**config.mk**
```make
export PLATFORM = sky130hd
export DESIGN_NAME = ddr_single_write
export DESIGN_NICKNAME = d
export VERILOG_FILES = /design/src/rtl/ddrw_pkg.sv /design/src/rtl/ddrw_ctrl.sv /design/src/rtl/ddrw_datapath.sv /design/src/rtl/ddr_single_write.sv
export SDC_FILE = /design/constraint.sdc
export NUM_CORES = 1
export LEC_CHECK = 0
export BUFFER_PORTS_ARGS = -buffer_cell sky130_fd_sc_hd__buf_4
export CAP_MARGIN = 20
export CORE_MARGIN = 2
export CORE_UTILIZATION = 45
export CTS_CLUSTER_SIZE = 8
export DETAILED_ROUTE_END_ITERATION = 10
export GPL_TIMING_DRIVEN = 0
export HOLD_SLACK_MARGIN = 0.08
export PLACE_DENSITY = 0.72
export SETUP_SLACK_MARGIN = 0.3
export SLEW_MARGIN = 10
export SYNTH_ARGS = -nofsm -noshare
export SYNTH_HDL_FRONTEND = slang
export SYNTH_SLANG_ARGS = --single-unit
```
**constraint.sdc**
```tcl
create_clock -name clk -period 2.4 [get_ports clk]
set_clock_uncertainty 0.2 [all_clocks]
set_input_delay 0 -clock clk [delete_from_list [all_inputs] [get_ports clk]]
set_output_delay 0 -clock clk [all_outputs]
set_load 0.02 [all_outputs]
```
**src/rtl/ddrw_pkg.sv**
```systemverilog
package ddrw_pkg;

  // {csN, rasN, casN, weN}
  typedef enum logic [3:0] {
    CMD_OPEN   = 4'b0011,
    CMD_WRITE  = 4'b0100,
    CMD_NOP    = 4'b0111,
    CMD_DESEL  = 4'b1111
  } memCmd_e;

  typedef enum logic [1:0] {
    ADDR_ZERO = 2'd0,
    ADDR_ROW  = 2'd1,
    ADDR_COL  = 2'd2
  } addrSel_e;

  // Strobes from control to datapath
  typedef struct packed {
    logic       capture;
    addrSel_e   addrSel;
    logic       busOe;
    logic       strobeOn;
    logic       maskOn;
    logic [1:0] beatSel;
  } dpCtl_t;

endpackage

```
**src/rtl/ddrw_ctrl.sv**
```systemverilog
module ddrw_ctrl
  import ddrw_pkg::*;
#(
  parameter int BURST_LEN = 4
) (
  input  logic    clk,
  input  logic    rstN,
  input  logic    reqValid,
  output dpCtl_t  ctl,
  output memCmd_e cmd,
  output logic    busy,
  output logic    done
);

  localparam int NPAIR = BURST_LEN / 2;
  localparam logic [1:0] LAST_PAIR = 2'(NPAIR - 1);

  typedef enum logic [2:0] {
    ST_IDLE, ST_OPEN, ST_GAP, ST_WR, ST_BEAT, ST_TAIL
  } state_e;

  state_e     state, stateNext;
  logic [1:0] beatCnt;
  logic       tailCnt;
  logic       doneQ;

  always_comb begin
    stateNext = state;
    case (state)
      ST_IDLE: if (reqValid) stateNext = ST_OPEN;
      ST_OPEN: stateNext = ST_GAP;
      ST_GAP:  stateNext = ST_WR;
      ST_WR:   stateNext = ST_BEAT;
      ST_BEAT: if (beatCnt == LAST_PAIR) stateNext = ST_TAIL;
      ST_TAIL: if (tailCnt) stateNext = ST_IDLE;
      default: stateNext = ST_IDLE;
    endcase
  end

  always_ff @(posedge clk or negedge rstN) begin
    if (!rstN) begin
      state   <= ST_IDLE;
      beatCnt <= '0;
      tailCnt <= 1'b0;
      doneQ   <= 1'b0;
    end else begin
      state   <= stateNext;
      beatCnt <= (state == ST_BEAT) ? beatCnt + 2'd1 : 2'd0;
      tailCnt <= (state == ST_TAIL) ? ~tailCnt : 1'b0;
      doneQ   <= (state == ST_TAIL) && tailCnt;
    end
  end

  always_comb begin
    ctl          = '0;
    ctl.capture  = (state == ST_IDLE) && reqValid;
    ctl.busOe    = (state == ST_WR) || (state == ST_BEAT);
    ctl.strobeOn = (state == ST_BEAT);
    ctl.maskOn   = (state == ST_BEAT);
    ctl.beatSel  = beatCnt;
    case (state)
      ST_OPEN: ctl.addrSel = ADDR_ROW;
      ST_WR:   ctl.addrSel = ADDR_COL;
      default: ctl.addrSel = ADDR_ZERO;
    endcase
    case (state)
      ST_IDLE: cmd = CMD_DESEL;
      ST_OPEN: cmd = CMD_OPEN;
      ST_WR:   cmd = CMD_WRITE;
      default: cmd = CMD_NOP;
    endcase
  end

  assign busy = (state != ST_IDLE);
  assign done = doneQ;

  // open-row is followed by a no-op, then the column write
  a_r2_open_then_nop: assert property (@(posedge clk) disable iff (!rstN)
    cmd == CMD_OPEN |=> cmd == CMD_NOP);
  a_r2_write_order: assert property (@(posedge clk) disable iff (!rstN)
    $past(cmd, 2) == CMD_OPEN |-> cmd == CMD_WRITE);
  // drivers turn on with a low preamble on the write cycle
  a_r4_preamble: assert property (@(posedge clk) disable iff (!rstN)
    $rose(ctl.busOe) |-> (cmd == CMD_WRITE) && !ctl.strobeOn);
  // done is a single-cycle pulse with the block idle
  a_r6_done_pulse: assert property (@(posedge clk) disable iff (!rstN)
    done |=> !done);
  a_r6_done_idle: assert property (@(posedge clk) disable iff (!rstN)
    done |-> !busy && !ctl.busOe);
  // strobe only pulses while pads are driven, pads only during an access
  a_r7_strobe_driven: assert property (@(posedge clk) disable iff (!rstN)
    ctl.strobeOn |-> ctl.busOe && busy);
  // no new row opens while an access is in flight
  a_r8_no_restart: assert property (@(posedge clk) disable iff (!rstN)
    busy |=> cmd != CMD_OPEN);

endmodule

```
**src/rtl/ddrw_datapath.sv**
```systemverilog
module ddrw_datapath
  import ddrw_pkg::*;
#(
  parameter int BANK_W    = 2,
  parameter int ROW_W     = 13,
  parameter int COL_W     = 10,
  parameter int DATA_W    = 32,
  parameter int MASK_W    = 4,
  parameter int BURST_LEN = 4,
  parameter int AP_BIT    = 10,
  parameter int PIN_W     = 13
) (
  input  logic                          clk,
  input  logic                          rstN,
  input  dpCtl_t                        ctl,
  input  logic [BANK_W+ROW_W+COL_W-1:0] reqAddr,
  input  logic [BURST_LEN*DATA_W-1:0]   reqData,
  input  logic [MASK_W-1:0]             reqMask,
  output logic [BANK_W-1:0]             memBank,
  output logic [PIN_W-1:0]              memAddr,
  output logic [MASK_W-1:0]             memDqm,
  output logic [DATA_W-1:0]             wrRise,
  output logic [DATA_W-1:0]             wrFall
);

  localparam int ADDR_W = BANK_W + ROW_W + COL_W;
  localparam int NPAIR  = BURST_LEN / 2;

  logic [ADDR_W-1:0]           addrQ;
  logic [BURST_LEN*DATA_W-1:0] dataQ;
  logic [MASK_W-1:0]           maskQ;

  always_ff @(posedge clk or negedge rstN) begin
    if (!rstN) begin
      addrQ <= '0;
      dataQ <= '0;
      maskQ <= '0;
    end else if (ctl.capture) begin
      addrQ <= reqAddr;
      dataQ <= reqData;
      maskQ <= reqMask;
    end
  end

  logic [BANK_W-1:0] bankF;
  logic [ROW_W-1:0]  rowF;
  logic [COL_W-1:0]  colF;
  logic [PIN_W-1:0]  rowPins, colPins;

  assign bankF   = addrQ[ADDR_W-1 -: BANK_W];
  assign rowF    = addrQ[COL_W +: ROW_W];
  assign colF    = addrQ[COL_W-1:0];
  assign rowPins = PIN_W'(rowF);

  // Column pins: low bits straight, flag at AP_BIT, upper bits shifted by one
  for (genvar i = 0; i < PIN_W; i++) begin : g_colPin
    if (i == AP_BIT) begin : g_flag
      assign colPins[i] = 1'b1;
    end else if (i < AP_BIT && i < COL_W) begin : g_low
      assign colPins[i] = colF[i];
    end else if (i > AP_BIT && i - 1 < COL_W) begin : g_high
      assign colPins[i] = colF[i-1];
    end else begin : g_pad
      assign colPins[i] = 1'b0;
    end
  end

  always_comb begin
    case (ctl.addrSel)
      ADDR_ROW: memAddr = rowPins;
      ADDR_COL: memAddr = colPins;
      default:  memAddr = '0;
    endcase
    memBank = (ctl.addrSel == ADDR_ZERO) ? '0 : bankF;
    memDqm  = ctl.maskOn ? maskQ : '1;
    wrRise  = '0;
    wrFall  = '0;
    if (ctl.strobeOn) begin
      for (int p = 0; p < NPAIR; p++) begin
        if (ctl.beatSel == 2'(p)) begin
          wrRise = dataQ[(2*p)*DATA_W +: DATA_W];
          wrFall = dataQ[(2*p+1)*DATA_W +: DATA_W];
        end
      end
    end
  end

  // bank on the column cycle equals bank sent with the open-row cycle
  a_r1_bank_held: assert property (@(posedge clk) disable iff (!rstN)
    ctl.addrSel == ADDR_COL |-> memBank == $past(memBank, 2));
  // captured request is frozen outside acceptance
  a_r8_capture_frozen: assert property (@(posedge clk) disable iff (!rstN)
    !ctl.capture |=> $stable(addrQ) && $stable(dataQ) && $stable(maskQ));

endmodule

```
**src/rtl/ddr_single_write.sv**
```systemverilog
module ddr_single_write
  import ddrw_pkg::*;
#(
  parameter int BANK_W    = 2,
  parameter int ROW_W     = 13,
  parameter int COL_W     = 10,
  parameter int DATA_W    = 32,
  parameter int BURST_LEN = 4,
  parameter int AP_BIT    = 10,
  localparam int MASK_W   = DATA_W / 8,
  localparam int COL_NEED = (COL_W >= AP_BIT) ? COL_W + 1 : AP_BIT + 1,
  localparam int PIN_W    = (ROW_W > COL_NEED) ? ROW_W : COL_NEED
) (
  input  logic                          clk,
  input  logic                          rstN,
  input  logic                          reqValid,
  input  logic [BANK_W+ROW_W+COL_W-1:0] reqAddr,
  input  logic [BURST_LEN*DATA_W-1:0]   reqData,
  input  logic [MASK_W-1:0]             reqMask,
  output logic                          busy,
  output logic                          done,
  output logic [3:0]                    memCmd,
  output logic [BANK_W-1:0]             memBank,
  output logic [PIN_W-1:0]              memAddr,
  output logic [MASK_W-1:0]             memDqm,
  output logic                          dqsOe,
  output logic                          dqsPulse,
  output logic                          dqOe,
  output logic [DATA_W-1:0]             wrRise,
  output logic [DATA_W-1:0]             wrFall
);

  dpCtl_t  ctl;
  memCmd_e cmd;

  ddrw_ctrl #(.BURST_LEN(BURST_LEN)) u_ctrl (
    .clk(clk), .rstN(rstN), .reqValid(reqValid),
    .ctl(ctl), .cmd(cmd), .busy(busy), .done(done)
  );

  ddrw_datapath #(
    .BANK_W(BANK_W), .ROW_W(ROW_W), .COL_W(COL_W), .DATA_W(DATA_W),
    .MASK_W(MASK_W), .BURST_LEN(BURST_LEN), .AP_BIT(AP_BIT), .PIN_W(PIN_W)
  ) u_dp (
    .clk(clk), .rstN(rstN), .ctl(ctl),
    .reqAddr(reqAddr), .reqData(reqData), .reqMask(reqMask),
    .memBank(memBank), .memAddr(memAddr), .memDqm(memDqm),
    .wrRise(wrRise), .wrFall(wrFall)
  );

  assign memCmd   = cmd;
  assign dqOe     = ctl.busOe;
  assign dqsOe    = ctl.busOe;
  assign dqsPulse = ctl.strobeOn;

  // column write always carries the auto-precharge flag
  a_r3_ap_flag: assert property (@(posedge clk) disable iff (!rstN)
    memCmd == 4'b0100 |-> memAddr[AP_BIT]);
  // idle drives deselect with pads released
  a_r9_idle_quiet: assert property (@(posedge clk) disable iff (!rstN)
    !busy |-> memCmd == 4'b1111 && !dqOe && !dqsOe && (&memDqm));

endmodule

```
==> results of run 1 <==
-- sequential cells by signal, indices dropped and copies added (netlist names) --
signal          count
u_ctrl.beatCnt      2
u_dp.addrQ         25
u_ctrl.state        3
u_dp.maskQ          4
u_ctrl.tailCnt      1
u_ctrl.done         1
u_dp.dataQ        128
-- cell families after synthesis --
logic type / synth area share, %
buf+inv: 5.76
compound gates: 4.29
xor+xnor: 0.108
mux: 27.6
fa+ha+maj: 0.310
simple gates: 11.1
flops: 50.8
-- worst min path at each step --
stage	slack (ns)	start	endpoint
after global placement	0.02	reqData[69]	u_dp.dataQ[69]
after CTS	0.12	reqData[123]	u_dp.dataQ[123]
final	0.14	reqData[82]	u_dp.dataQ[82]
after floorplan	-0.50	rstN	u_ctrl.beatCnt[0]
after detailed placement	-0.17	rstN	u_dp.dataQ[40]
after global routing	0.12	reqAddr[6]	u_dp.addrQ[6]
-- routing by layer --
metal  part of all wire, %  vias up  track usage (%)
met3                   5.6       49             5.99
li1                      -     3105                -
met5                     0        -                0
met4                   2.7        0             8.75
met1                    40     3513             33.5
met2                    51      277             46.6
-- layout make-up --
| class | count | area [µm²] | share of cell area (%) |
|---|---|---|---|
| multi-input combinational | 403 | 3890 | 28.1 |
| timing repair buffer | 444 | 4170 | 30.1 |
| inverter | 9 | 38.8 | 0.280 |
| clock buffer | 22 | 464 | 3.35 |
| sequential | 164 | 4110 | 29.7 |
| clock inverter | 10 | 148 | 1.07 |
| buffer | 52 | 739 | 5.34 |
| tap | 229 | 287 | 2.07 |
-- report_power, final --
group          total [mW]  switching (mW)  internal [mW]
combinational        8.47            3.56           4.91
sequential           5.10           0.922           4.18
clock                2.88            1.18           1.71
-- worst max-delay path, stage by stage, from the launching register on --
cell	delay [ns]
dfrtp_1	0.39
inv_2	0.11
ha_4	0.15
buf_8	0.13
clkbuf_16	0.17
buf_8	0.12
nand2_1	0.09
a21oi_2	0.21
buf_4	0.17
-- through the flow --
step / setup WS [ns] / cell area, µm²
floorplan: 0.281 / 8090
global placement: -0.268 / 10300
detailed placement: -0.269 / 10300
CTS: 0.263 / 13100
global route: 0.181 / 13800
finish: 0.231 / 13800
-- timing repair --
item / in CTS / in global routing
buffers inserted: 9 / 0
pin swaps: 5 / 18
setup endpoints to repair: 205 / 228
hold endpoints to repair: 322 / 0
gates resized for setup: 110 / 115
hold buffers: 162 / 0
cloned: 6 / 15
-- cells in the final DEF, fill, tap and decap left out, types with 4 or more instances in the layout --
cell type and instances:
buf_4 247, dfrtp_1 163, dlygate4sd3_1 162, mux2_4 134
nand3b_1 62, nand2_1 61, a21oi_2 46, clkbuf_16 35
nor2_1 24, buf_6 22, mux2_2 21, buf_12 17
a21oi_1 15, clkbuf_8 12, mux2i_1 11, inv_1 6
buf_8 6, buf_2 4, nand2_4 4, clkbuf_2 4
or3_1 4, buf_16 4
-- synth_stat cells (8+ instances only) --
cell,number
nor2_1,24
buf_12,11
mux2_4,100
mux2_2,45
a21oi_1,61
inv_1,8
clkbuf_1,28
nand3b_1,62
nand2_1,66
dfrtp_1,164
mux2_1,10
mux2i_1,11
==> flow_metrics.env, run 1 <==
export IMPL_yosys_top_cells_area="dfrtp_1 (51%), mux2_4 (19%), mux2_2 (6.3%)"
export IMPL_r2r_end="u_dp.dataQ[59]"
export IMPL_syn_area_um2=8080
export IMPL_dr_first_iter_drc_count=331
export IMPL_power_per_cell_area_nw_per_um2=1190
export IMPL_fin_tns_setup_ns=0
export IMPL_yosys_area_top_type="dfrtp_1"
export IMPL_cp_endpoint="wrFall[1]"
export IMPL_layout_drive_gt1_share_pct=52.6
export IMPL_firstDrtPassIters=5
export IMPL_area_delta_synth_final_pct=71.3
export IMPL_slew_violations=0
export IMPL_synth_yosys_seq_area_share_pct=50.8
export IMPL_worstSetupPathType="register to primary output"
export IMPL_synth_ff_type="dfrtp_1"
export IMPL_finalHoldViolCount=0
export IMPL_vias_per_cell=5.21
export IMPL_nets=1253
export IMPL_r2r_worst_path_cells=8
export IMPL_synth_cell_types=28
export IMPL_min_path_type="primary input to register"
export IMPL_n_fill_cell=994
export IMPL_period_needed_ns=2.17
export IMPL_critPathArrivalTime_ns=1.97
export IMPL_ys_seq_elements=164
export IMPL_start_kind="register"
export IMPL_route_detailed_drc=0
export IMPL_worst_hold_slack_ns=0.135
export IMPL_clk_pin_slew_ns=0.07
export IMPL_cts_buffer_depth=2
export IMPL_critPathRequiredTime_ns=2.20
export IMPL_antenna_found_initial=0
export IMPL_dieArea_um2=19000
export IMPL_ir_drop_mv=0.647
export IMPL_postLayoutCoreUtil_pct=77.8
export IMPL_postRouteAntennaNets=0
export IMPL_io_pins=252
export IMPL_row_count=49
export IMPL_status="finished, final reports clean"
export IMPL_p_leak_nw=6.38
export IMPL_fmax_ghz=0.461
export IMPL_finalSetupViolCount=0
export IMPL_clk_latency_ns=0.42
export IMPL_worstSetupStartpoint="u_ctrl.beatCnt[1]"
export IMPL_core_area_um2=17800
export IMPL_synth_top_cell_area_share_pct=50.8
export IMPL_synth_avg_cell_area_um2=12.9
export IMPL_relSlewSlack_pct=56.3
export IMPL_power_mw=16.5
export IMPL_h_tree_depth=4
export IMPL_n_antenna_cell=0
export IMPL_syn_inst=628
export IMPL_cp_end_kind="primary output"
export IMPL_wl_mm=28.4
export IMPL_cts_tree="yes"
export IMPL_die_h_um=138
export IMPL_rrSetupSlack_ns=0.26
export IMPL_place_congestion=0.788
export IMPL_cts_sinks=164
export IMPL_cts_buffers=17
export IMPL_synth_edf_count=0
export IMPL_timing_final_crit_share_pct=90.4
export IMPL_dp_cells=1109
export IMPL_portBuffers=251
export IMPL_die_x_um=138
export IMPL_syn_nets=790
export IMPL_yosysWarnings=0
export IMPL_start_util_pct=45.4
export IMPL_r2r_start="u_ctrl.state[1]"
export IMPL_routedWlPerCell_um=21.3
export IMPL_holdPathStages=3
export IMPL_grt_pass1_wl_mm=40.4
export IMPL_track_usage_pct=26.9
export IMPL_grt_pass1_vias=7297
export IMPL_grt_overflow=0
export IMPL_fin_cells=1333
export IMPL_grt_max_degree=86
export IMPL_vias=6944
export IMPL_tightest_slew_ns=0.655
export IMPL_async_reset_ff_share_pct=100
export IMPL_path_max_fanout=6
export IMPL_cap_violations=0
export IMPL_cts_root_buffer="clkbuf_16"
export IMPL_dp_hpwl_mm=15.3
export IMPL_grt_setup_unrepaired="true"
Note: power is estimated with default switching activity, not from simulation.
==> run 2, diff against run 1 <==
- ABC_AREA: not set -> 1
- SYNTH_HIERARCHICAL: not set -> 1
==> run 2 against run 1 <==
  * Non-clock buffer count is 2 higher
  * Final area is 1.6% lower
  * Utilization is 1.7 points higher
  * Routed wire length is 6.4% higher
==> flow_metrics.env, run 2 <==
export IMPL_status="finished, final reports clean"
export IMPL_wl_mm=30.2
export IMPL_regMostFlops="u_dp/dataQ"
export IMPL_core_area_um2=17100
export IMPL_path_max_fanout=5
export IMPL_cts_tree="yes"
export IMPL_start_util_pct=45.6
export IMPL_clk_pin_slew_ns=0.07
export IMPL_finalHoldViolCount=0
export IMPL_synth_common_cells="nand2_1 (230), inv_1 (170), dfrtp_1 (164)"
export IMPL_async_reset_ff_share_pct=100
export IMPL_power_per_cell_area_nw_per_um2=1070
export IMPL_row_count=48
export IMPL_postRouteAntennaNets=0
export IMPL_grt_setup_unrepaired="true"
export IMPL_track_usage_pct=29.3
export IMPL_area_delta_synth_final_pct=74.4
export IMPL_synth_most_common_cell="nand2_1"
export IMPL_tightest_slew_ns=0.580
export IMPL_routedWlPerCell_um=18.3
export IMPL_vias_per_cell=5.21
export IMPL_portBuffers=251
export IMPL_yosys_top_cells_area="dfrtp_1 (53%), nand2_1 (11%), o21ai_0 (8.2%)"
export IMPL_fmax_ghz=0.449
export IMPL_cts_sinks=164
export IMPL_use_met1_pct=35.9
export IMPL_nets=1571
export IMPL_synth_ff_type="dfrtp_1"
export IMPL_grt_pass1_wl_mm=41.8
export IMPL_ys_seq_elements=164
export IMPL_route_detailed_drc=0
export IMPL_worst_hold_slack_ns=0.120
export IMPL_fin_tns_setup_ns=0
export IMPL_placed_area_um2=10000
export IMPL_met2_usage_pct=50.3
export IMPL_grt_max_degree=96
export IMPL_cts_root_buffer="clkbuf_16"
export IMPL_ir_drop_mv=0.812
export IMPL_relSlewSlack_pct=61.3
export IMPL_layout_commonest_cell="nand2_1"
export IMPL_regArea_um2=4110
export IMPL_critPathMaxStageDelay_ns=0.43
export IMPL_synth_cell_types=22
export IMPL_crit_top_cell="inv_2"
export IMPL_critPathRequiredTime_ns=2.20
export IMPL_grt_pass1_vias=8458
export IMPL_antenna_found_initial=4
export IMPL_final_cell_mix="nand2_1 (226), buf_4 (218), inv_1 (163)"
export IMPL_syn_area_um2=7810
export IMPL_synth_avg_cell_area_um2=8.18
export IMPL_h_tree_depth=4
export IMPL_slowest_stage="dfrtp_2"
export IMPL_worstPathCellList="inv_4, nand3_2, inv_2, inv_2, ha_4, nand2_4, clkbuf_16, o22ai_4, buf_6"
export IMPL_syn_nets=1118
export IMPL_clk_latency_ns=0.42
export IMPL_cts_buffer_depth=2
export IMPL_power_mw=14.5
export IMPL_min_path_type="primary input to register"
export IMPL_p_leak_nw=6.35
export IMPL_timing_final_crit_share_pct=92.9
export IMPL_synth_top_cell_area_share_pct=52.6
export IMPL_die_h_um=136
export IMPL_worstSetupPathType="register to primary output"
export IMPL_period_needed_ns=2.23
export IMPL_dr_first_iter_drc_count=567
export IMPL_finalSetupViolCount=0
export IMPL_syn_inst=954
export IMPL_dp_cells=1431
export IMPL_grt_overflow=0
export IMPL_synth_edf_count=0
export IMPL_largest_reg_flops=128
export IMPL_cts_buffers=17
export IMPL_yosysWarnings=6
export IMPL_dieArea_um2=18400
export IMPL_top_usage_layer="met2"
export IMPL_synth_yosys_seq_area_share_pct=52.6
export IMPL_top_regs="u_dp/dataQ x128, u_dp/addrQ x25, u_dp/maskQ x4"
export IMPL_postLayoutCellArea_um2=13600
export IMPL_firstDrtPassIters=5
export IMPL_vias=8589
export IMPL_yosys_area_top_type="dfrtp_1"
export IMPL_die_x_um=136
export IMPL_slew_violations=0
export IMPL_dp_hpwl_mm=16.3
export IMPL_io_pins=252
export IMPL_layout_drive_gt1_share_pct=33.0
export IMPL_place_congestion=0.887
export IMPL_critPathArrivalTime_ns=2.03
export IMPL_n_fill_cell=964
export IMPL_use_met3_pct=6.70
export IMPL_cp_end_kind="primary output"
export IMPL_multi_input_area_um2=3240
export IMPL_cap_violations=0
export IMPL_fin_cells=1650
export IMPL_start_kind="register"
==> run 2: worst paths after layout <==
check                                start              end  slack, ns  depth (start not counted)
max in group asynchronous             rstN  u_ctrl/state[0]       0.66                          4
min reg2reg                 u_dp/addrQ[13]   u_dp/addrQ[13]       0.31                          2
min in group asynchronous             rstN   u_dp/dataQ[83]       0.44                          3
min                            reqData[49]   u_dp/dataQ[49]       0.12                          4
max                        u_ctrl/state[2]       memAddr[8]       0.17                          9
max reg2reg                u_ctrl/state[0]    u_dp/maskQ[1]       0.28                          9
==> run 2: timing repair <==
item | in CTS | in global routing
pin swaps | 4 | 3
endpoints found under the hold margin | 322 | 0
cloned | 2 | 4
gates resized for setup | 96 | 169
hold buffers | 160 | 0
buffers inserted | 9 | 7
endpoints found under the setup margin | 128 | 128
==> run 2: area by class of cell <==
class | count | area share, %
Tap cell | 225 | 2.07
Timing Repair inverter | 1 | 0.0827
Antenna cell | 5 | 0.0919
Buffer | 65 | 4.89
Clock buffer | 18 | 3.23
Timing Repair Buffer | 433 | 29.2
Inverter | 173 | 4.96
Clock inverter | 14 | 1.46
Multi-Input combinational cell | 552 | 23.8
Sequential cell | 164 | 30.2
==> run 2: cell families (layout without fill, tap and decap cells) <==
kind of cell	after synthesis	count (layout)	synth area share, %
fa+ha+maj	4	4	0.641
compound gates	233	233	15.4
simple gates	315	315	16.7
flops	164	164	52.6
buf+inv	238	704	14.7
other cells	0	5	0
==> run 2: routing by layer <==
layer / vias up / part of all wire (%)
li1: 3898 / -
met1: 4173 / 38
met2: 431 / 51
met3: 87 / 6.8
met4: 0 / 3.6
met5: - / 0
==> run 2: power breakdown <==
part           leakage, nW  switching, mW  internal [mW]  total (mW)
Clock                0.305           1.17           1.78        2.95
Sequential            2.02          0.772           4.11        4.88
Combinational         4.02           3.96           2.75        6.71
==> run 2: worst max-delay path, delay by kind of cell (launching register included) <==
family	cells	cell delay [ns]
AND/OR/NAND/NOR	2	0.19
AO/OA/AOI/OAI	1	0.14
flip-flops	1	0.43
adder cells (fa/ha/maj)	1	0.29
buffers and inverters	5	0.55
==> run 2: per-stage QoR <==
| step | setup WS, ns | util [%] |
|---|---|---|
| 3_5_place_dp | 0.120 | 58.5 |
| 6_report | 0.171 | 79.5 |
| 2_1_floorplan | 0.342 | - |
| 3_3_place_gp | 0.133 | 58.3 |
| 5_1_grt | 0.0967 | 79.5 |
| 4_1_cts | 0.207 | 74.2 |
==> run 3, diff against run 2 <==
- CORE_ASPECT_RATIO: not set -> 0.6
- CORE_MARGIN: 2 -> 10
- clock period: 2.4 -> 2.8 ns (I/O delays scaled with it)
==> run 3 against run 2 <==
  * First-iteration DRC count increased by 29%
  * Die area grew 26%
  * Global-route usage is 5.3 points lower
  * Highest routed layer unchanged
  * Final area decreased by 9.7%
  * Total power shrank 25%
  * Critical path type unchanged
  * Combinational power is 34% lower
  * Routed wire length shrank 6.0%
==> flow_metrics.env, run 3 (synthesis gave the netlist of run 2 again) <==
export IMPL_nets=1553
export IMPL_wl_mm=28.4
export IMPL_antenna_found_initial=2
export IMPL_critPathRequiredTime_ns=2.60
export IMPL_start_util_pct=45.7
export IMPL_core_area_um2=17100
export IMPL_final_cell_mix="buf_4 (265), nand2_1 (229), inv_1 (169)"
export IMPL_tightest_slew_ns=0.560
export IMPL_worstSetupPathType="register to primary output"
export IMPL_postLayoutCellArea_um2=12300
export IMPL_slew_violations=0
export IMPL_relSlewSlack_pct=62.6
export IMPL_track_usage_pct=24.0
export IMPL_period_needed_ns=2.41
export IMPL_dieArea_um2=23200
export IMPL_cts_buffers=17
export IMPL_routedWlPerCell_um=17.3
export IMPL_regMostFlops="u_dp/dataQ"
export IMPL_finalHoldViolCount=0
export IMPL_holdPathStages=4
export IMPL_grt_pass1_wl_mm=44.4
export IMPL_worst_hold_slack_ns=0.130
export IMPL_ir_drop_mv=0.567
export IMPL_dp_slack_ns=0.542
export IMPL_top_regs="u_dp/dataQ x128, u_dp/addrQ x25, u_dp/maskQ x4"
export IMPL_die_x_um=190
export IMPL_r2r_worst_path_cells=7
export IMPL_min_path_type="primary input to register"
export IMPL_grt_pass1_vias=8121
export IMPL_n_fill_cell=1279
export IMPL_path_max_fanout=10
export IMPL_start_kind="register"
export IMPL_die_h_um=122
export IMPL_vias=8106
export IMPL_p_seq_share_pct=37.8
export IMPL_io_pins=252
export IMPL_h_tree_depth=4
export IMPL_placed_area_um2=10000
export IMPL_power_switching_share_pct=39.5
export IMPL_grt_max_degree=96
export IMPL_grt_overflow=0
export IMPL_power_mw=10.9
export IMPL_cts_root_buffer="clkbuf_16"
export IMPL_critPathArrivalTime_ns=2.21
export IMPL_row_count=37
export IMPL_cts_sinks=164
export IMPL_vias_per_cell=4.95
export IMPL_layout_commonest_cell="buf_4"
export IMPL_place_congestion=0.855
export IMPL_fin_tns_setup_ns=0
export IMPL_pwr_share_clk_pct=21.6
export IMPL_area_delta_synth_final_pct=57.5
export IMPL_postRouteAntennaNets=0
export IMPL_cts_buffer_depth=2
export IMPL_clk_latency_ns=0.42
export IMPL_firstDrtPassIters=5
export IMPL_timing_final_crit_share_pct=86.1
export IMPL_route_detailed_drc=0
export IMPL_net_switching_power_mw=4.31
export IMPL_p_leak_nw=6.02
export IMPL_cap_violations=0
export IMPL_clk_pin_slew_ns=0.08
export IMPL_finalSetupViolCount=0
export IMPL_dr_first_iter_drc_count=734
export IMPL_cp_end_kind="primary output"
export IMPL_layout_drive_gt1_share_pct=25.8
export IMPL_fin_ws_ns=0.391
export IMPL_grt_setup_unrepaired="true"
export IMPL_status="finished, final reports clean"
export IMPL_largest_reg_flops=128
export IMPL_internal_power_mw=6.60
export IMPL_power_per_cell_area_nw_per_um2=888
export IMPL_pwr_share_comb_pct=40.6
export IMPL_dp_hpwl_mm=18.8
export IMPL_portBuffers=251
export IMPL_cts_tree="yes"
export IMPL_fmax_ghz=0.415
[run 3: worst max-delay path, stage by stage (launching register included)]
cell and delay (ns):
dfrtp_2 0.45, nor2_4 0.18, nand2_2 0.13, inv_2 0.11
buf_4 0.12, inv_2 0.14, clkbuf_4 0.24, a21oi_1 0.21
buf_4 0.20
[run 3: final timing paths]
check | from | endpoint | slack [ns]
min in group asynchronous | rstN | u_dp/dataQ[120] | 0.48
max in group asynchronous | rstN | u_ctrl/state[0] | 1.05
worst max register to register | u_ctrl/state[0] | u_dp/addrQ[6] | 0.54
worst min register to register | u_dp/addrQ[9] | u_dp/addrQ[9] | 0.30
worst max-delay path | u_ctrl/state[0] | wrFall[21] | 0.39
worst min-delay path | reqData[18] | u_dp/dataQ[18] | 0.13
[run 3: cell type report]
cell class                 instances  area (µm²)  area share [%]
clock buffer                      18         439            3.57
clock inverter                    14         155            1.26
inverter                         173         649            5.28
timing repair buffer             416        3550            28.9
multi-input combinational        552        2570            20.9
tap                              234         293            2.38
buffer                            65         520            4.23
sequential                       164        4110            33.4
antenna                            3        7.51          0.0611
[run 3: timing repair]
action	CTS	global route
resized for setup	14	11
endpoints found under the hold margin	322	0
pin swaps	0	0
setup endpoints to repair	72	72
hold buffers	160	0
setup buffers	0	4
[run 3: per-stage QoR]
step,util (%),instances
global route,72.0,1638
CTS,71.7,1632
detailed placement,58.7,1440
global placement,58.4,1439
finish,72.0,1639
floorplan,-,954
[run 3: metal layers]
| layer | track usage (%) | vias to the layer above | wire length [µm] |
|---|---|---|---|
| met4 | 6.96 | 0 | 413 |
| met3 | 6.68 | 42 | 2270 |
| li1 | - | 3862 | - |
| met5 | 0 | - | 0 |
| met1 | 32.7 | 3853 | 12900 |
| met2 | 36.7 | 349 | 12800 |
[run 3: power groups by stage]
stage	logic [mW]	registers (mW)	clock network [mW]
6_report	4.43	4.12	2.36
5_1_grt	4.94	4.25	2.49
4_1_cts	4.31	4.10	2.41
3_5_place_dp	4.08	4.12	0
3_3_place_gp	3.96	4.10	0
2_1_floorplan	2.69	3.97	0
